$ cat config.mk
export PLATFORM = sky130hd
export DESIGN_NAME = xlate_walker
export DESIGN_NICKNAME = d
export VERILOG_FILES = /design/src/rtl/xw_pkg.sv /design/src/rtl/xw_tlb.sv /design/src/rtl/xw_walker.sv /design/src/rtl/xlate_walker.sv
export SDC_FILE = /design/constraint.sdc
export NUM_CORES = 1
export LEC_CHECK = 0
export ABC_AREA = 0
export BUFFER_PORTS_ARGS = -buffer_cell sky130_fd_sc_hd__buf_2
export CELL_PAD_IN_SITES_DETAIL_PLACEMENT = 0
export CELL_PAD_IN_SITES_GLOBAL_PLACEMENT = 2
export CORE_ASPECT_RATIO = 0.75
export CORE_MARGIN = 3
export CORE_UTILIZATION = 46
export CTS_BUF_LIST = sky130_fd_sc_hd__clkbuf_4
export CTS_CLUSTER_DIAMETER = 120
export DETAILED_ROUTE_END_ITERATION = 16
export MAX_ROUTING_LAYER = met4
export PLACE_DENSITY = 0.95
export SYNTH_ARGS = -nofsm -noshare
export SYNTH_HDL_FRONTEND = slang
export SYNTH_SLANG_ARGS = --single-unit
$ cat constraint.sdc
create_clock -name clk -period 9.15 [get_ports clk]
set_clock_uncertainty 0.05 [all_clocks]
set_input_delay 1.3725 -clock clk [delete_from_list [all_inputs] [get_ports clk]]
set_output_delay 1.3725 -clock clk [all_outputs]
set_load 0.005 [all_outputs]
$ cat src/rtl/xw_pkg.sv
package xw_pkg;
  localparam int VA_W     = 32;
  localparam int OFF_W    = 12;
  localparam int IDX_W    = 10;
  localparam int PN_W     = VA_W - OFF_W;
  localparam int FLAG_P   = 0;
  localparam int FLAG_W   = 1;
  localparam int FLAG_U   = 2;

  typedef struct packed {
    logic [PN_W-1:0] vpn;
    logic [PN_W-1:0] ppn;
    logic            wr;
    logic            usr;
  } tlb_ent_t;

  function automatic logic [IDX_W-1:0] dir_index(logic [VA_W-1:0] va);
    return va[VA_W-1 -: IDX_W];
  endfunction

  function automatic logic [IDX_W-1:0] tbl_index(logic [VA_W-1:0] va);
    return va[OFF_W +: IDX_W];
  endfunction

  function automatic logic [VA_W-1:0] entry_addr(logic [VA_W-1:0] base,
                                                 logic [IDX_W-1:0] idx);
    return {base[VA_W-1:OFF_W], {OFF_W{1'b0}}} +
           {{(VA_W-IDX_W-2){1'b0}}, idx, 2'b00};
  endfunction

  function automatic logic access_ok(logic wr_ok, logic usr_ok,
                                     logic is_wr, logic is_usr);
    return !(is_wr && !wr_ok) && !(is_usr && !usr_ok);
  endfunction
endpackage

$ cat src/rtl/xw_tlb.sv
module xw_tlb
  import xw_pkg::*;
#(
  parameter int ENTRIES = 8
) (
  input  logic            clk,
  input  logic            rst_n,
  input  logic            flush,
  input  logic [PN_W-1:0] lk_vpn,
  output logic            lk_hit,
  output tlb_ent_t        lk_ent,
  input  logic            fill_en,
  input  tlb_ent_t        fill_ent
);
  localparam int PTR_W = (ENTRIES > 1) ? $clog2(ENTRIES) : 1;

  tlb_ent_t           ents [ENTRIES];
  logic [ENTRIES-1:0] valid;
  logic [ENTRIES-1:0] hit_vec;
  logic [PTR_W-1:0]   ptr;

  for (genvar i = 0; i < ENTRIES; i++) begin : g_cmp
    assign hit_vec[i] = valid[i] && (ents[i].vpn == lk_vpn);
  end

  assign lk_hit = |hit_vec;

  always_comb begin
    lk_ent = '0;
    for (int i = 0; i < ENTRIES; i++)
      if (hit_vec[i]) lk_ent = ents[i];
  end

  always_ff @(posedge clk) begin
    if (!rst_n) begin
      valid <= '0;
      ptr   <= '0;
    end else if (flush) begin
      valid <= '0;
    end else if (fill_en) begin
      ents[ptr]  <= fill_ent;
      valid[ptr] <= 1'b1;
      ptr        <= (ptr == PTR_W'(ENTRIES-1)) ? '0 : ptr + 1'b1;
    end
  end

  // at most one slot may match a page number
  a_r8_single_match: assert property (@(posedge clk) disable iff (!rst_n)
    $onehot0(hit_vec));

  // a flush leaves no slot able to hit
  a_r9_flush_empties: assert property (@(posedge clk) disable iff (!rst_n)
    flush |=> !lk_hit);
endmodule

$ cat src/rtl/xw_walker.sv
module xw_walker
  import xw_pkg::*;
(
  input  logic            clk,
  input  logic            rst_n,
  input  logic            flush,
  input  logic [VA_W-1:0] dir_base,
  input  logic            req_valid,
  output logic            req_ready,
  input  logic [VA_W-1:0] req_vaddr,
  input  logic            req_write,
  input  logic            req_user,
  input  logic            tlb_hit,
  input  tlb_ent_t        tlb_ent,
  output logic            fill_en,
  output tlb_ent_t        fill_ent,
  output logic            rsp_valid,
  output logic [VA_W-1:0] rsp_paddr,
  output logic            rsp_fault,
  output logic            mem_rd_valid,
  input  logic            mem_rd_ready,
  output logic [VA_W-1:0] mem_rd_addr,
  input  logic            mem_rd_data_valid,
  input  logic [VA_W-1:0] mem_rd_data
);
  typedef enum logic [2:0] {S_IDLE, S_DREQ, S_DWAIT, S_TREQ, S_TWAIT} st_t;

  st_t             st;
  logic [VA_W-1:0] va_q, root_q;
  logic            wr_q, usr_q;
  logic [PN_W-1:0] pde_frame_q;
  logic            pde_w_q, pde_u_q;

  // named internal events
  logic accept, hit_ev, miss_ev, dir_ev, tbl_ev, pde_present;
  logic eff_w, eff_u, tbl_ok, hit_ok;

  assign req_ready   = (st == S_IDLE) && !flush;
  assign accept      = req_valid && req_ready;
  assign hit_ev      = accept && tlb_hit;
  assign miss_ev     = accept && !tlb_hit;
  assign dir_ev      = (st == S_DWAIT) && mem_rd_data_valid;
  assign tbl_ev      = (st == S_TWAIT) && mem_rd_data_valid;
  assign pde_present = mem_rd_data[FLAG_P];
  assign eff_w       = pde_w_q && mem_rd_data[FLAG_W];
  assign eff_u       = pde_u_q && mem_rd_data[FLAG_U];
  assign tbl_ok      = tbl_ev && mem_rd_data[FLAG_P] &&
                       access_ok(eff_w, eff_u, wr_q, usr_q);
  assign hit_ok      = access_ok(tlb_ent.wr, tlb_ent.usr, req_write, req_user);

  assign mem_rd_valid = (st == S_DREQ) || (st == S_TREQ);
  assign mem_rd_addr  = (st == S_TREQ) ?
                        entry_addr({pde_frame_q, {OFF_W{1'b0}}}, tbl_index(va_q)) :
                        entry_addr(root_q, dir_index(va_q));

  assign fill_en  = tbl_ok;
  assign fill_ent = '{vpn: va_q[VA_W-1:OFF_W], ppn: mem_rd_data[VA_W-1:OFF_W],
                      wr: eff_w, usr: eff_u};

  always_ff @(posedge clk) begin
    if (!rst_n) begin
      st          <= S_IDLE;
      rsp_valid   <= 1'b0;
      rsp_fault   <= 1'b0;
      rsp_paddr   <= '0;
      va_q        <= '0;
      root_q      <= '0;
      wr_q        <= 1'b0;
      usr_q       <= 1'b0;
      pde_frame_q <= '0;
      pde_w_q     <= 1'b0;
      pde_u_q     <= 1'b0;
    end else begin
      rsp_valid <= 1'b0;
      unique case (st)
        S_IDLE: begin
          if (hit_ev) begin
            rsp_valid <= 1'b1;
            rsp_fault <= !hit_ok;
            rsp_paddr <= hit_ok ? {tlb_ent.ppn, req_vaddr[OFF_W-1:0]} : '0;
          end else if (miss_ev) begin
            va_q   <= req_vaddr;
            root_q <= dir_base;
            wr_q   <= req_write;
            usr_q  <= req_user;
            st     <= S_DREQ;
          end
        end
        S_DREQ: if (mem_rd_ready) st <= S_DWAIT;
        S_DWAIT: begin
          if (dir_ev) begin
            if (pde_present) begin
              pde_frame_q <= mem_rd_data[VA_W-1:OFF_W];
              pde_w_q     <= mem_rd_data[FLAG_W];
              pde_u_q     <= mem_rd_data[FLAG_U];
              st          <= S_TREQ;
            end else begin
              rsp_valid <= 1'b1;
              rsp_fault <= 1'b1;
              rsp_paddr <= '0;
              st        <= S_IDLE;
            end
          end
        end
        S_TREQ: if (mem_rd_ready) st <= S_TWAIT;
        S_TWAIT: begin
          if (tbl_ev) begin
            rsp_valid <= 1'b1;
            rsp_fault <= !tbl_ok;
            rsp_paddr <= tbl_ok ? {mem_rd_data[VA_W-1:OFF_W], va_q[OFF_W-1:0]} : '0;
            st        <= S_IDLE;
          end
        end
        default: st <= S_IDLE;
      endcase
    end
  end

  // a stalled read holds its request and address
  a_r11_read_hold: assert property (@(posedge clk) disable iff (!rst_n)
    mem_rd_valid && !mem_rd_ready |=> mem_rd_valid && $stable(mem_rd_addr));

  // a missing directory entry ends the walk with a fault
  a_r4_dir_fault: assert property (@(posedge clk) disable iff (!rst_n)
    dir_ev && !pde_present |=> rsp_valid && rsp_fault && !mem_rd_valid);

  // a hit answers next cycle without a memory read
  a_r5_hit_fast: assert property (@(posedge clk) disable iff (!rst_n)
    hit_ev |=> rsp_valid && !mem_rd_valid);

  // a miss starts a read and closes the request side
  a_r10_miss_busy: assert property (@(posedge clk) disable iff (!rst_n)
    miss_ev |=> mem_rd_valid && !req_ready && !rsp_valid);

  // only a good translation is cached
  a_r6_fill_good: assert property (@(posedge clk) disable iff (!rst_n)
    fill_en |=> rsp_valid && !rsp_fault);
endmodule

$ cat src/rtl/xlate_walker.sv
module xlate_walker
  import xw_pkg::*;
#(
  parameter int TLB_ENTRIES = 8
) (
  input  logic            clk,
  input  logic            rst_n,
  input  logic            flush,
  input  logic [VA_W-1:0] dir_base,
  input  logic            req_valid,
  output logic            req_ready,
  input  logic [VA_W-1:0] req_vaddr,
  input  logic            req_write,
  input  logic            req_user,
  output logic            rsp_valid,
  output logic [VA_W-1:0] rsp_paddr,
  output logic            rsp_fault,
  output logic            mem_rd_valid,
  input  logic            mem_rd_ready,
  output logic [VA_W-1:0] mem_rd_addr,
  input  logic            mem_rd_data_valid,
  input  logic [VA_W-1:0] mem_rd_data
);
  logic     tlb_hit, fill_en;
  tlb_ent_t tlb_ent, fill_ent;

  xw_tlb #(.ENTRIES(TLB_ENTRIES)) u_tlb (
    .clk      (clk),
    .rst_n    (rst_n),
    .flush    (flush),
    .lk_vpn   (req_vaddr[VA_W-1:OFF_W]),
    .lk_hit   (tlb_hit),
    .lk_ent   (tlb_ent),
    .fill_en  (fill_en),
    .fill_ent (fill_ent)
  );

  xw_walker u_walk (
    .clk               (clk),
    .rst_n             (rst_n),
    .flush             (flush),
    .dir_base          (dir_base),
    .req_valid         (req_valid),
    .req_ready         (req_ready),
    .req_vaddr         (req_vaddr),
    .req_write         (req_write),
    .req_user          (req_user),
    .tlb_hit           (tlb_hit),
    .tlb_ent           (tlb_ent),
    .fill_en           (fill_en),
    .fill_ent          (fill_ent),
    .rsp_valid         (rsp_valid),
    .rsp_paddr         (rsp_paddr),
    .rsp_fault         (rsp_fault),
    .mem_rd_valid      (mem_rd_valid),
    .mem_rd_ready      (mem_rd_ready),
    .mem_rd_addr       (mem_rd_addr),
    .mem_rd_data_valid (mem_rd_data_valid),
    .mem_rd_data       (mem_rd_data)
  );
endmodule

Yosys cells after proc, flatten, opt, wreduce, memory -nomap -nowiden

Memory sizes are Yosys's and may differ from the RTL's.
Index checks and enable logic that the tools add are counted.

Output and inout bits: 68
Input port bits: 104
RAM bits: 336
Memories: 1
Logic and storage cells: 132
Flip-flop bits (word level): 136

Memory list:

| memory     | depth | bits a word | read ports | clocked after Yosys merged registers in | wr ports | RTL line     | source |
|---|---|---|---|---|---|---|---|
| u_tlb.ents | 8     | 42          | 8          | 0                                       | 1        | xw_tlb.sv:17 | `tlb_ent_t ents [ENTRIES];` |

Eq/ne operators: 21
Add/sub/neg operators: 3
Reduce and logical (&&, ||, !) cells: 47
Magnitude comparators: 2
Bitwise gates (word level): 4
Mux-type cells: 41

Operator list:

| operator                                                              | number |
|---|---|
| 32-bit 2-to-1 mux                                                     | 7 |
| 22-bit 2-to-1 mux                                                     | 8 |
| 20-bit == test                                                        | 8 |
| 32-bit one-hot mux with 3 select lines                                | 1 |
| 32-bit by 12-bit adder with 32-bit output                             | 2 |
| 1-bit logical AND                                                     | 25 |
| 3-bit 2-to-1 mux                                                      | 7 |
| 3-bit one-hot mux with 5 select lines                                 | 1 |
| 1-bit 2-to-1 mux                                                      | 13 |
| 1-bit zero test                                                       | 12 |
| 2-bit by 1-bit != test with 1-bit output (second input constant)      | 4 |
| 2-bit != test (second input constant)                                 | 4 |
| 8-bit OR                                                              | 1 |
| 8-bit OR reduction                                                    | 1 |
| 3-bit by 2-bit == test with 1-bit output (second input constant)      | 2 |
| 3-bit == test (second input constant)                                 | 2 |
| 1-bit one-hot mux with 3 select lines                                 | 2 |
| 3-bit AND reduction                                                   | 2 |
| 6-bit AND reduction                                                   | 1 |
| 5-bit AND reduction                                                   | 1 |
| 3-bit by 4-bit < comparator with 1-bit output (second input constant) | 1 |
| 3-bit by 1-bit adder with 3-bit output (second input constant)        | 1 |
| 1-bit demux with 3-bit select                                         | 1 |
| 3-bit by 1-bit == test with 1-bit output (second input constant)      | 1 |
| other kinds (8)                                                       | 10 |

Longest topological paths before layout

Gate-level depths: netlist of run 1.
An unclocked memory read counts as a cell.

Depth in word-level cells: 18
Mapped depth: 11
Gate-level depth less buffers: 9

Hierarchy

From an unflattened synthesis of run 1, not the netlist that was laid out.

Cell total of the unflattened synthesis: 1,782
Area, all modules: 20,931.3 µm²

Modules (own cells, without submodules):

| module    | area an instance (µm²) | times used | cells each | seq. area each (µm²) |
|---|---|---|---|---|
| xw_tlb    | 15,768.9               | 1          | 1,184      | 10,309.9 |
| xw_walker | 5,162.5                | 1          | 598        | 2,262.2 |

Worst setup path before layout of run 1

OpenSTA, ideal clock, no wires.

Path kind: input to register
From: input mem_rd_data[2]
To: memory u_tlb.ents[4][0] in the netlist's numbering (enable)
Stages on the path: 5
Library setup time: 0.496 ns
Setup slack: 3.182 ns
Buffers on the path: 0
Required time: 8.604 ns
Data arrival time: 5.422 ns
Cell sequence: nand2_1 > a22o_1 > nor3_1 > nand3_1 > nor3_1

Word-level cells in the longest chain between the ends: 10

Ends and longest elaborated chain:

| item                                   | RTL line           | source |
|---|---|---|
| start, declared                        | xlate_walker.sv:22 | `input logic [VA_W-1:0] mem_rd_data` |
| 1-bit logical AND                      | xw_walker.sv:46    | `assign eff_u = pde_u_q && mem_rd_data[FLAG_U];` |
| 1-bit zero test                        | xw_pkg.sv:33       | `return !(is_wr && !wr_ok) && !(is_usr && !usr_ok);` |
| 1-bit logical AND                      | xw_pkg.sv:33       |  |
| 1-bit zero test                        | xw_pkg.sv:33       |  |
| 1-bit logical AND                      | xw_pkg.sv:33       |  |
| 1-bit logical AND                      | xw_walker.sv:47    | `assign tbl_ok = tbl_ev && mem_rd_data[FLAG_P] &&` |
| 1-bit 2-to-1 mux                       | xw_tlb.sv:40       | `end else if (fill_en) begin` |
| 1-bit 2-to-1 mux                       | xw_tlb.sv:38       | `end else if (flush) begin` |
| 1-bit 2-to-1 mux                       | xw_tlb.sv:35       | `if (!rst_n) begin` |
| 1-bit 2-to-1 mux (not written as such) | xw_tlb.sv:41       | `ents[ptr] <= fill_ent;` |
| end, declared                          | xw_tlb.sv:17       |  |

No other way between the ends.

Final worst setup path of run 1

From: input req_vaddr[28]
To: register u_walk.rsp_paddr[18]

Word-level cells in the longest chain between the ends: 17
Elaborated cells between the ends (all ways): 38
Those cells by class: 9 x eq/ne; 11 x mux; 18 x reduce/logical

Ends and longest elaborated chain:

| item                                   | RTL line           | source |
|---|---|---|
| start, declared                        | xlate_walker.sv:12 | `input logic [VA_W-1:0] req_vaddr,` |
| 20-bit == test                         | xw_tlb.sv:23       | `assign hit_vec[i] = valid[i] && (ents[i].vpn == lk_vpn);` |
| 1-bit logical AND                      | xw_tlb.sv:23       |  |
| 22-bit 2-to-1 mux (8 in a row)         | xw_tlb.sv:31       | `if (hit_vec[i]) lk_ent = ents[i];` |
| 1-bit zero test                        | xw_pkg.sv:33       |  |
| 1-bit logical AND                      | xw_pkg.sv:33       |  |
| 1-bit zero test                        | xw_pkg.sv:33       |  |
| 1-bit logical AND                      | xw_pkg.sv:33       |  |
| 32-bit 2-to-1 mux                      | xw_walker.sv:80    | `rsp_paddr <= hit_ok ? {tlb_ent.ppn, req_vaddr[OFF_W-1:0]} : '0;` |
| 32-bit 2-to-1 mux                      | xw_walker.sv:77    | `if (hit_ev) begin` |
| 32-bit one-hot mux with 3 select lines | xw_walker.sv:75    | `unique case (st)` |
| end signal, assigned                   | xw_walker.sv:80    |  |
| end signal, assigned                   | xw_walker.sv:110   | `rsp_paddr <= tbl_ok ? {mem_rd_data[VA_W-1:OFF_W], va_q[OFF_W-1:0]} : '0;` |
| end, declared                          | xw_walker.sv:18    | `output logic [VA_W-1:0] rsp_paddr,` |

Several ways; a longest one is shown, not always the timed one. The select of a mux whose other input is x is not followed.
A chain may end at the register's enable or synchronous reset.

==> summary.txt, run 1 <==
Synth
  – Yosys synthesis warning count: 0
  – Proportion of synthesized chip area in sequential cells: 0.673
  – Number of synthesized register bits: 460
  – Share of flip-flops with an asynchronous set or reset after synthesis: 0
  – Mean area per synthesized cell: 13.4 µm²
  – Prevailing post-synth register cell: sky130_fd_sc_hd__edfxtp_1
  – Number of enable-type register cells in the synthesized netlist: 336
  – Post-synthesis instance area: 18700 µm²
  – Library cells used by synthesis: 52
  – Number of cells produced by synthesis: 1395

Worst hold path
  – Hold Path Sink: u_tlb.valid[3]
  – Number of cells traversed by the worst hold path: 1
  – Hold Startpoint: u_tlb.valid[3]
  – Min-Delay Path Class: reg -> reg

Floorplanning
  – Total number of placement rows: 63
  – Placeable core region: 39800 µm²
  – Total I/O pin count: 172
  – Die span in x: 239 µm
  – Overall die height: 180 µm
  – Area of the die: 43100 µm²
  – Initial cell density of the core: 0.469

Clocking
  – Buffer type at the clock tree root: sky130_fd_sc_hd__clkbuf_4
  – Clock network latency to the later pin of the worst-skew pair: 790 ps
  – Number of clock sinks: 460
  – Reg clk slew, reported paths: 60 ps
  – Post-CTS repair timing setup buffer count: 0
  – TritonCTS clock tree: built
  – CTS Buf Count: 111
  – Post-CTS Hold Buffers: 0
  – H-Tree Depth: 3
  – Number of buffers on the longest clock path: 3
  – Post-cts resize count: 0

Placement
  – I/O Buffers: 148
  – Post-placement cell count: 2000
  – Gpl congestion: 0.851
  – Detailed placement HPWL: 30.7 mm

Status
  – Status: complete, no violations

STA
  – Max_slew headroom: 0.183
  – Actual slew at the worst max-slew pin: 1210 ps
  – Setup Viol. Count Final: 0
  – RSZ-0062 raised after global routing: no
  – Max Transition Viols Final: 0
  – FMAX: 186 MHz
  – Post-route clock period utilization: 0.587
  – Final-report hold violation count: 0
  – Minimum clock period after layout: 5370 ps
  – Setup Total Neg Slack: 0 ps

Final layout
  – Final Instance Count excl. Fillers: 2207
  – Fraction of final layout cells with drive strength greater than 1: 0.246
  – Final core utilization: 0.538
  – Commonest non-fill, non-tap cells in the layout: 336 x sky130_fd_sc_hd__edfxtp_1, 170 x sky130_fd_sc_hd__clkbuf_4, 148 x sky130_fd_sc_hd__buf_2
  – Synth-to-layout area growth: 14.7%
  – Number of nets at the end of the flow: 1699
  – Commonest non-fill, non-tap cell in the layout: sky130_fd_sc_hd__edfxtp_1
  – Fillers: 3250

Setup path
  – Launching element type of the critical path: primary input
  – Worst R2R Path Depth: 7
  – Critical path data required time: 9740 ps
  – Reg-to-reg endpoint: u_walk.rsp_paddr[18]
  – Flop2flop setup slack: 4290 ps
  – Kind of end point of the critical path: flop
  – Critical-path maximum fanout: 25
  – Critical R2R Launch: u_tlb.ents[5][26]
  – WP data arrival: 5960 ps
  – Path type of the worst setup path: in -> reg

Global routing
  – Gr ovfl total: 0
  – Largest net degree at the start of global routing: 57
  – Global-route usage over all layers: 0.233
  – Wire length of the first global-routing pass: 74.0 mm
  – Via count of the first global-routing pass: 12329
  – Number of antenna violations at the first check in global routing: 2

Drt
  – First DRT Iteration DRCs: 979
  – Routed Antenna Nets: 0
  – WL final: 49.0 mm
  – DR WL/cell: 22.2 µm
  – Count of TritonRoute iterations in the first routing pass: 5
  – DRC violation count after routing: 0
  – Via count of the routed design: 12370
  – DR vias/cell: 5.60

Pwr
  – Power after layout: 4.19 mW
  – Total power divided by cell area: 196 nW/µm²
  – Max rail drop VDD: 0.106 mV
  – Leakage power: 8.04 nW

Flow run
  – Max cap viols: 0
## where the power goes
group | internal [mW] | switching (mW)
combinational | 0.0699 | 0.112
sequential | 2.25 | 0.0252
clock | 0.931 | 0.808
total | 3.25 | 0.944
## worst max path at each step
stage	start	end	slack [ps]	cells past startpoint
after floorplan	mem_rd_data[2]	u_tlb.ents[4][0]	3180	5
after global placement	req_vaddr[26]	u_walk.rsp_paddr[29]	3120	9
after detailed placement	req_vaddr[16]	u_walk.rsp_paddr[29]	3040	8
after CTS	req_vaddr[26]	u_walk.rsp_paddr[18]	3850	9
after global routing	req_vaddr[26]	u_walk.rsp_paddr[18]	3520	9
final	req_vaddr[28]	u_walk.rsp_paddr[18]	3780	9
## stage by stage
step / hold WS [ps] / instance area, µm² / setup WS [ps]
detailed placement: 387 / 19900 / 3040
global placement: 376 / 19900 / 3120
CTS: 401 / 21400 / 3850
global route: 419 / 21400 / 3520
finish: 400 / 21400 / 3780
floorplan: 368 / 18700 / 3180
## cells in the mapped netlist (all sizes together), types with 2 or more instances
cell	instances	area share
ha	2	0.0013
clkbuf	54	0.011
o21ai	3	0.00080
a31o	22	0.010
and4	2	0.00094
and3	6	0.0020
a22oi	8	0.0032
edfxtp	336	0.54
nor4	21	0.0077
a21oi	45	0.012
buf	33	0.0097
nor3	9	0.0024
xor2	65	0.030
and2	3	0.0010
o211a	13	0.0070
o221ai	23	0.011
nor2	130	0.026
o2bb2ai	8	0.0038
inv	13	0.0026
nand4	25	0.0087
dfxtp	124	0.13
a32oi	12	0.0056
mux2	30	0.018
mux2i	77	0.041
o2111ai	2	0.00094
a211oi	2	0.00080
xnor2	95	0.045
o211ai	12	0.0048
a21o	21	0.0084
nor2b	3	0.0010
a22o	2	0.00094
o21a	2	0.00080
nand2	120	0.024
a31oi	22	0.0074
nand2b	4	0.0013
nand3	35	0.0094
## kinds of logic after synthesis
logic type,after synthesis,synth area share
flops,460,0.673
other cells,1,0.000201
compound gates,200,0.0790
buf+inv,100,0.0232
fa+ha+maj,2,0.00134
mux,107,0.0594
simple gates,365,0.0887
xor+xnor,160,0.0750
## metal layers
metal  global-route usage  part of all wire
met5                    -                 0
met4               0.0834             0.030
met3               0.0549             0.084
met2                0.337              0.45
met1                0.323              0.44
## sequential cells by signal, summed over array words and instances (netlist names)
name and cells:
u_tlb.ents 336, u_tlb.ptr 3, u_tlb.valid 8, u_walk.pde_frame_q 20
u_walk.pde_u_q 1, u_walk.pde_w_q 1, u_walk.root_q 20, u_walk.rsp_fault 1
u_walk.rsp_paddr 32, u_walk.rsp_valid 1, u_walk.st 3, u_walk.usr_q 1
u_walk.va_q 32, u_walk.wr_q 1
## area by class of cell
type                    count  area [µm²]  area share
flip-flops and latches    460       12600       0.587
multi-input cells         836        5740       0.268
clock buffers             170        1280      0.0596
repair buffers            171         913      0.0426
well taps                 520         651      0.0304
clock inverters            35         219      0.0102
inverters                  13        50.0     0.00234
diodes                      2        5.00    0.000234
## worst max-delay path, cell delays in order
cell	delay, ps
sky130_fd_sc_hd__buf_2	340
sky130_fd_sc_hd__xnor2_1	170
sky130_fd_sc_hd__nand4_1	250
sky130_fd_sc_hd__nor4_2	250
sky130_fd_sc_hd__nand4_2	780
sky130_fd_sc_hd__and3_1	890
sky130_fd_sc_hd__a31o_2	590
sky130_fd_sc_hd__nor4b_4	1060
sky130_fd_sc_hd__o2bb2ai_1	200
Power figures use the tool's default switching activity.
==> run 2: changes to the inputs <==
ABC_AREA = 1   (was 0)
CORE_UTILIZATION = 40   (was 46)
PLACE_DENSITY = 0.9   (was 0.95)
clock period = 4.99 ns   (was 9.15 ns; I/O delays follow)
==> summary.txt, run 2 <==
Synth
  – Post-synthesis instance area: 20000 µm² (+6.9%)
  – Proportion of synthesized chip area in sequential cells: 0.630 (-0.0435)
  – Number of enable-type register cells in the synthesized netlist: 336 (unchanged)
  – Synth cell count leaders: 408 x sky130_fd_sc_hd__nand2_1, 336 x sky130_fd_sc_hd__edfxtp_1, 277 x sky130_fd_sc_hd__nor2_1
  – Most frequent cell after synthesis: sky130_fd_sc_hd__nand2_1
  – Library cells used by synthesis: 50 (-3.8%)
  – Area share of the largest cell type after synthesis: 0.505 (-0.0349)
  – Number of synthesized register bits: 460 (unchanged)
  – Post-synth top area cell: sky130_fd_sc_hd__edfxtp_1
  – Number of cells produced by synthesis: 2019 (+45%)
  – Share of flip-flops with an asynchronous set or reset after synthesis: 0 (unchanged)
  – Yosys synthesis warning count: 0 (unchanged)
  – Prevailing post-synth register cell: sky130_fd_sc_hd__edfxtp_1
  – Cell types occupying the most area after synthesis: sky130_fd_sc_hd__edfxtp_1 51%, sky130_fd_sc_hd__dfxtp_1 12%, sky130_fd_sc_hd__nand2_1 7.7%
  – Mean area per synthesized cell: 9.89 µm² (-26%)

Clocking
  – Post-CTS repair timing setup buffer count: 0 (unchanged)
  – Reg clk slew, reported paths: 60 ps (about the same)
  – Number of buffers on the longest clock path: 3 (unchanged)
  – Buffer type at the clock tree root: sky130_fd_sc_hd__clkbuf_4
  – Clock network latency to the later pin of the worst-skew pair: 850 ps (+60 ps)
  – H-Tree Depth: 3 (unchanged)
  – TritonCTS clock tree: built
  – CTS Buf Count: 116 (+4.5%)
  – Number of clock sinks: 460 (unchanged)

Status
  – Status: complete, no violations

Final layout
  – Number of flip-flops under the largest register name: 336 (unchanged)
  – Register with the most flip-flops: u_tlb.ents
  – Fraction of final layout cells with drive strength greater than 1: 0.198 (-0.0478)
  – Commonest non-fill, non-tap cell in the layout: sky130_fd_sc_hd__nand2_1
  – Synth-to-layout area growth: 13.8%
  – Commonest non-fill, non-tap cells in the layout: 408 x sky130_fd_sc_hd__nand2_1, 336 x sky130_fd_sc_hd__edfxtp_1, 269 x sky130_fd_sc_hd__nor2_1
  – Final Instance Count excl. Fillers: 2957 (+34%)
  – Largest registers: u_tlb.ents (336), u_walk.rsp_paddr (32), u_walk.va_q (32)
  – Final design instance area without fill: 22700 µm² (+6.1%)
  – Number of nets at the end of the flow: 2316 (+36%)

Global routing
  – Gr ovfl total: 0 (unchanged)
  – Via count of the first global-routing pass: 14315 (+16%)
  – Global-route usage over all layers: 0.216 (-0.0172)
  – Wire length of the first global-routing pass: 83.7 mm (+13%)
  – Number of antenna violations at the first check in global routing: 11 (+9)
  – Largest net degree at the start of global routing: 102 (+79%)

Setup path
  – Kind of end point of the critical path: output pin
  – CP Buf/Inv Count: 6 (+5)
  – Launching element type of the critical path: flop
  – Cells along the critical path: inv_1, nor2_1, inv_1, nor2_1, buf_4, inv_1, buf_4, o21ai_0, buf_2
  – WP data arrival: 2620 ps (-3340 ps)
  – Path type of the worst setup path: reg -> out
  – Worst R2R Path Depth: 15 (+8)
  – Most used cell along the critical path: sky130_fd_sc_hd__inv_1
  – Critical Path Stages: 9 (unchanged)
  – Critical path data required time: 4190 ps (-5550 ps)
  – CP top delay family: buffers and inverters
  – Critical-path maximum fanout: 50 (+100%)
  – Slowest cell on the critical path: sky130_fd_sc_hd__dfxtp_1
  – Worst stage delay on the critical path: 360 ps (-700 ps)

Floorplanning
  – Total I/O pin count: 172 (unchanged)
  – Area of the die: 52700 µm² (+22%)
  – Initial cell density of the core: 0.407 (-0.0621)
  – Overall die height: 199 µm (+11%)
  – Total number of placement rows: 70 (+11%)
  – Die span in x: 264 µm (+11%)
  – Placeable core region: 49000 µm² (+23%)

STA
  – Worst hold slack: 83.9 ps (-316 ps)
  – Post-route clock period utilization: 0.686
  – Final-report hold violation count: 0 (unchanged)
  – Actual slew at the worst max-slew pin: 1260 ps (+43.2 ps)
  – Max Transition Viols Final: 0 (unchanged)
  – Minimum clock period after layout: 3420 ps
  – Setup Viol. Count Final: 0 (unchanged)
  – FMAX: 292 MHz
  – Setup Total Neg Slack: 0 ps (unchanged)
  – Max_slew headroom: 0.159 (-0.0233)
  – RSZ-0062 raised after global routing: no

Drt
  – Via count of the routed design: 14955 (+21%)
  – First DRT Iteration DRCs: 1195 (+22%)
  – Count of TritonRoute iterations in the first routing pass: 5 (unchanged)
  – DR WL/cell: 19.0 µm (-14%)
  – DRC violation count after routing: 0 (unchanged)
  – Routed Antenna Nets: 0 (unchanged)
  – DR vias/cell: 5.06 (-9.8%)
  – WL final: 56.2 mm (+15%)

Pwr
  – Switching power total: 2.61 mW (+180%)
  – Relative contribution of sequential cells to total power: 0.502 (-0.040)
  – Internal Pwr Total: 6.51 mW (+100%)
  – Comb pwr share: 0.140 (+0.097)
  – Total power divided by cell area: 401 nW/µm² (+110%)
  – Part of the power in the clock network: 0.358 (-0.057)
  – Leakage power: 9.09 nW (+13%)
  – Max rail drop VDD: 0.202 mV (+90%)
  – Sw Ratio: 0.286 (+0.0608)

Worst hold path
  – Min-Delay Path Class: in -> reg
  – Number of cells traversed by the worst hold path: 3 (+2)

Placement
  – Detailed placement HPWL: 37.4 mm (+22%)
  – I/O Buffers: 148 (unchanged)
  – Cell area after placement: 21200 µm² (+6.2%)
  – Post-placement cell count: 2739 (+37%)
  – Gpl congestion: 0.880 (+3.5%)

Flow run
  – Max cap viols: 0 (unchanged)
==> run 2: kinds of logic after synthesis <==
| logic type | share of synthesized area |
|---|---|
| flops | 0.630 |
| xor+xnor | 0.0180 |
| other cells | 0.000188 |
| simple gates | 0.172 |
| fa+ha+maj | 0.00125 |
| compound gates | 0.111 |
| buf+inv | 0.0684 |
==> run 2: path summary, 6_finish.rpt <==
path / from / to / slack (ps)
setup / recovery: u_walk.st[0] / mem_rd_addr[17] / 1570
hold / removal: dir_base[20] / u_walk.root_q[20] / 80
setup reg to reg: u_tlb.ents[3][24] / u_walk.rsp_paddr[9] / 1650
hold reg to reg: u_walk.pde_frame_q[15] / u_walk.pde_frame_q[15] / 400
==> run 2: what timing repair did <==
| item | in CTS | in global routing |
|---|---|---|
| hold buffers | 1 | 0 |
| resized for setup | 0 | 0 |
| hold endpoints to repair | 1 | 0 |
==> run 2: area by class of cell <==
type / count / area (µm²)
Antenna cell: 10 / 25.0
Clock buffer: 179 / 1340
Clock inverter: 28 / 180
Fill cell: 4725 / 26300
Inverter: 211 / 802
Multi-Input combinational cell: 1253 / 6090
Sequential cell: 460 / 12600
Tap cell: 648 / 811
Timing Repair Buffer: 168 / 893
==> run 2: worst register-to-register path, stage by stage (launching register included) <==
cell,delay [ps]
sky130_fd_sc_hd__edfxtp_1,390
sky130_fd_sc_hd__or2_2,310
sky130_fd_sc_hd__o211ai_1,120
sky130_fd_sc_hd__nor2_2,120
sky130_fd_sc_hd__nand3_2,80
sky130_fd_sc_hd__buf_4,260
sky130_fd_sc_hd__nand2_2,160
sky130_fd_sc_hd__nor2_4,250
sky130_fd_sc_hd__nand4_4,120
sky130_fd_sc_hd__nand2_4,120
sky130_fd_sc_hd__nand2_2,50
sky130_fd_sc_hd__nand2_2,610
sky130_fd_sc_hd__buf_4,380
sky130_fd_sc_hd__nand2_1,90
sky130_fd_sc_hd__nand2_1,70
sky130_fd_sc_hd__a21oi_1,50
==> run 2: power groups by stage <==
| stage | logic (mW) | clock network, mW | registers (mW) |
|---|---|---|---|
| after floorplan | 0.910 | 0 | 4.55 |
| after CTS | 1.28 | 3.35 | 4.58 |
| final | 1.27 | 3.26 | 4.58 |
| after global routing | 1.46 | 3.55 | 4.61 |
| after global placement | 1.25 | 0 | 4.66 |
| after detailed placement | 1.27 | 0 | 4.66 |
==> run 2: routing by layer <==
metal	up-vias	share of wire	global-route usage
li1	7234	-	-
met1	7105	0.47	0.305
met2	538	0.43	0.309
met3	78	0.083	0.0528
met4	0	0.018	0.0635
met5	-	0	-
==> run 2: through the flow <==
stage	power, mW	utilization	worst slack (ps)
floorplan	5.46	-	1280
global placement	5.91	0.431	982
detailed placement	5.94	0.431	951
CTS	9.22	0.463	1510
global route	9.62	0.463	1340
finish	9.12	0.463	1570
==> run 3: changes to the inputs <==
CORE_UTILIZATION = 36   (was 40)
PLACE_DENSITY = 0.86   (was 0.9)
clock period = 2.8 ns   (was 4.99 ns; I/O delays follow)
==> summary.txt, run 3 (synthesized netlist as in run 2, its figures left out) <==
Final layout
  – Number of nets at the end of the flow: 2484 (+7.3%)
  – Synth-to-layout area growth: 23.4%
  – Final core utilization: 0.451 (-0.0120)
  – Number of flip-flops under the largest register name: 336 (unchanged)
  – Commonest non-fill, non-tap cells in the layout: 407 x sky130_fd_sc_hd__nand2_1, 336 x sky130_fd_sc_hd__edfxtp_1, 267 x sky130_fd_sc_hd__nor2_1
  – Commonest non-fill, non-tap cell in the layout: sky130_fd_sc_hd__nand2_1
  – Register with the most flip-flops: u_tlb.ents
  – Fraction of final layout cells with drive strength greater than 1: 0.235 (+0.0370)
  – Final design instance area without fill: 24600 µm² (+8.5%)
  – Largest registers: u_tlb.ents (336), u_walk.rsp_paddr (32), u_walk.va_q (32)

Setup path
  – CP Buf/Inv Count: 5 (-1)
  – Path type of the worst setup path: reg -> out
  – Cells along the critical path: inv_2, nor2_4, inv_2, nor2_4, clkinv_4, clkbuf_16, o21ai_2, buf_2
  – Slowest cell on the critical path: sky130_fd_sc_hd__dfxtp_2
  – CP top delay family: buffers and inverters
  – Reg-to-reg endpoint: u_walk.rsp_valid
  – Flop2flop setup slack: 230 ps (-1420 ps)
  – Worst R2R Path Depth: 14 (-1)
  – Critical path data required time: 2330 ps (-1860 ps)
  – Kind of end point of the critical path: output pin
  – Critical-path maximum fanout: 7 (-86%)
  – Worst stage delay on the critical path: 350 ps (about the same)
  – WP data arrival: 2230 ps (-390 ps)
  – Critical R2R Launch: u_tlb.ents[3][39]
  – Launching element type of the critical path: flop

Floorplanning
  – Placeable core region: 54600 µm² (+11%)
  – Initial cell density of the core: 0.366 (-0.0416)
  – Total number of placement rows: 74 (+5.7%)
  – Area of the die: 58400 µm² (+11%)
  – Total I/O pin count: 172 (unchanged)
  – Die span in x: 278 µm (+5.3%)
  – Overall die height: 210 µm (+5.2%)

STA
  – Actual slew at the worst max-slew pin: 1030 ps (-224 ps)
  – Final-report hold violation count: 0 (unchanged)
  – Post-route clock period utilization: 0.964
  – Setup Viol. Count Final: 0 (unchanged)
  – FMAX: 370 MHz
  – Max_slew headroom: 0.311 (+0.152)
  – Minimum clock period after layout: 2700 ps
  – RSZ-0062 raised after global routing: yes
  – Setup Total Neg Slack: 0 ps (unchanged)
  – Max Transition Viols Final: 0 (unchanged)
  – Final Worst Setup Slack: 99.8 ps (-1470 ps)

Placement
  – Detailed placement HPWL: 39.7 mm (+6.2%)
  – I/O Buffers: 148 (unchanged)
  – Gpl congestion: 0.880 (unchanged)
  – Worst-case setup slack after placement: -48.6 ps (-1000 ps)
  – Cell area after placement: 22100 µm² (+4.5%)

Pwr
  – Max rail drop VDD: 0.319 mV (+58%)
  – Internal Pwr Total: 11.9 mW (+83%)
  – Switching power total: 4.81 mW (+84%)
  – Leakage power: 10.0 nW (+10%)
  – Comb pwr share: 0.162 (+0.022)
  – Relative contribution of sequential cells to total power: 0.485 (-0.017)
  – Part of the power in the clock network: 0.352 (-0.006)
  – Total power divided by cell area: 679 nW/µm² (+69%)
  – Sw Ratio: 0.287 (+0.00125)

Drt
  – WL final: 58.7 mm (+4.4%)
  – Via count of the routed design: 15628 (+4.5%)
  – Routed Antenna Nets: 0 (unchanged)
  – DRC violation count after routing: 0 (unchanged)
  – First DRT Iteration DRCs: 1210 (+1.3%)
  – Count of TritonRoute iterations in the first routing pass: 5 (unchanged)
  – DR WL/cell: 18.4 µm (-3.4%)
  – DR vias/cell: 4.89 (-3.3%)

Global routing
  – Global-route usage over all layers: 0.204 (-0.0121)
  – Wire length of the first global-routing pass: 88.3 mm (+5.5%)
  – Gr ovfl total: 0 (unchanged)
  – Number of antenna violations at the first check in global routing: 6 (-5)
  – Via count of the first global-routing pass: 15339 (+7.2%)
  – Largest net degree at the start of global routing: 102 (unchanged)

Clocking
  – Number of buffers on the longest clock path: 3 (unchanged)
  – H-Tree Depth: 3 (unchanged)
  – TritonCTS clock tree: built
  – Reg clk slew, reported paths: 70 ps (about the same)
  – Number of clock sinks: 460 (unchanged)
  – Clock network latency to the later pin of the worst-skew pair: 860 ps (about the same)
  – Buffer type at the clock tree root: sky130_fd_sc_hd__clkbuf_4
  – CTS Buf Count: 114 (-1.7%)

Worst hold path
  – Number of cells traversed by the worst hold path: 4 (+1)
  – Hold Startpoint: req_vaddr[17]
  – Min-Delay Path Class: in -> reg
  – Hold Path Sink: u_walk.va_q[17]

Flow run
  – Max cap viols: 0 (unchanged)

Status
  – Status: complete, no violations
run 3: worst max path at each step:
stage | slack (ps) | to | cells after the start | from
floorplan | -590 | u_tlb.ents[4][0] | 5 | rst_n
global placement | -40 | u_walk.rsp_paddr[10] | 20 | req_vaddr[28]
detailed placement | -50 | u_walk.va_q[8] | 14 | req_vaddr[14]
CTS | -10 | mem_rd_addr[20] | 8 | u_walk.st[0]
global route | -30 | mem_rd_addr[17] | 8 | u_walk.st[0]
finish | 100 | mem_rd_addr[17] | 8 | u_walk.st[0]
run 3: power groups by stage:
| stage | Sequential, mW | Combinational (mW) | Clock, mW |
|---|---|---|---|
| after detailed placement | 8.26 | 2.52 | 0 |
| after global placement | 8.25 | 2.47 | 0 |
| after global routing | 8.16 | 3.05 | 6.38 |
| final | 8.13 | 2.72 | 5.90 |
| after floorplan | 8.11 | 1.62 | 0 |
| after CTS | 8.12 | 2.63 | 6.05 |
run 3: layout make-up:
class | instances | area [µm²]
clock buffer | 191 | 1430
tap | 722 | 903
inverter | 211 | 807
fill | 5239 | 30000
multi-input combinational | 1253 | 6170
sequential | 460 | 12600
clock inverter | 16 | 111
antenna | 6 | 15.0
timing repair buffer | 338 | 2630
run 3: per-layer routing:
metal / vias to the layer above / part of all wire / global-route usage
met5: - / 0 / -
li1: 7560 / - / -
met3: 100 / 0.072 / 0.0425
met1: 7464 / 0.48 / 0.296
met4: 0 / 0.022 / 0.0600
met2: 504 / 0.42 / 0.287
run 3: through the flow:
stage | hold slack (ps) | std cells | power (mW)
after floorplan | 372 | 2020 | 9.73
after global placement | 395 | 2900 | 10.7
after detailed placement | 401 | 2900 | 10.8
after CTS | 2.02 | 3183 | 16.8
after global routing | 23.6 | 3196 | 17.6
final | 81.6 | 3197 | 16.7
run 3: worst register-to-register path, delay by kind of cell (launching register included):
| kind | cells | cell delay (ps) |
|---|---|---|
| buf+inv | 3 | 860 |
| simple gates | 10 | 1020 |
| flops | 1 | 380 |
| compound gates | 1 | 190 |
run 3: timing repair:
item	4_1_cts	5_1_grt
pin swaps	1	2
hold endpoints to repair	275	0
hold buffers	76	0
resized for setup	17	31
gates cloned	0	5
buffers inserted	0	3
endpoints found under the setup margin	30	23
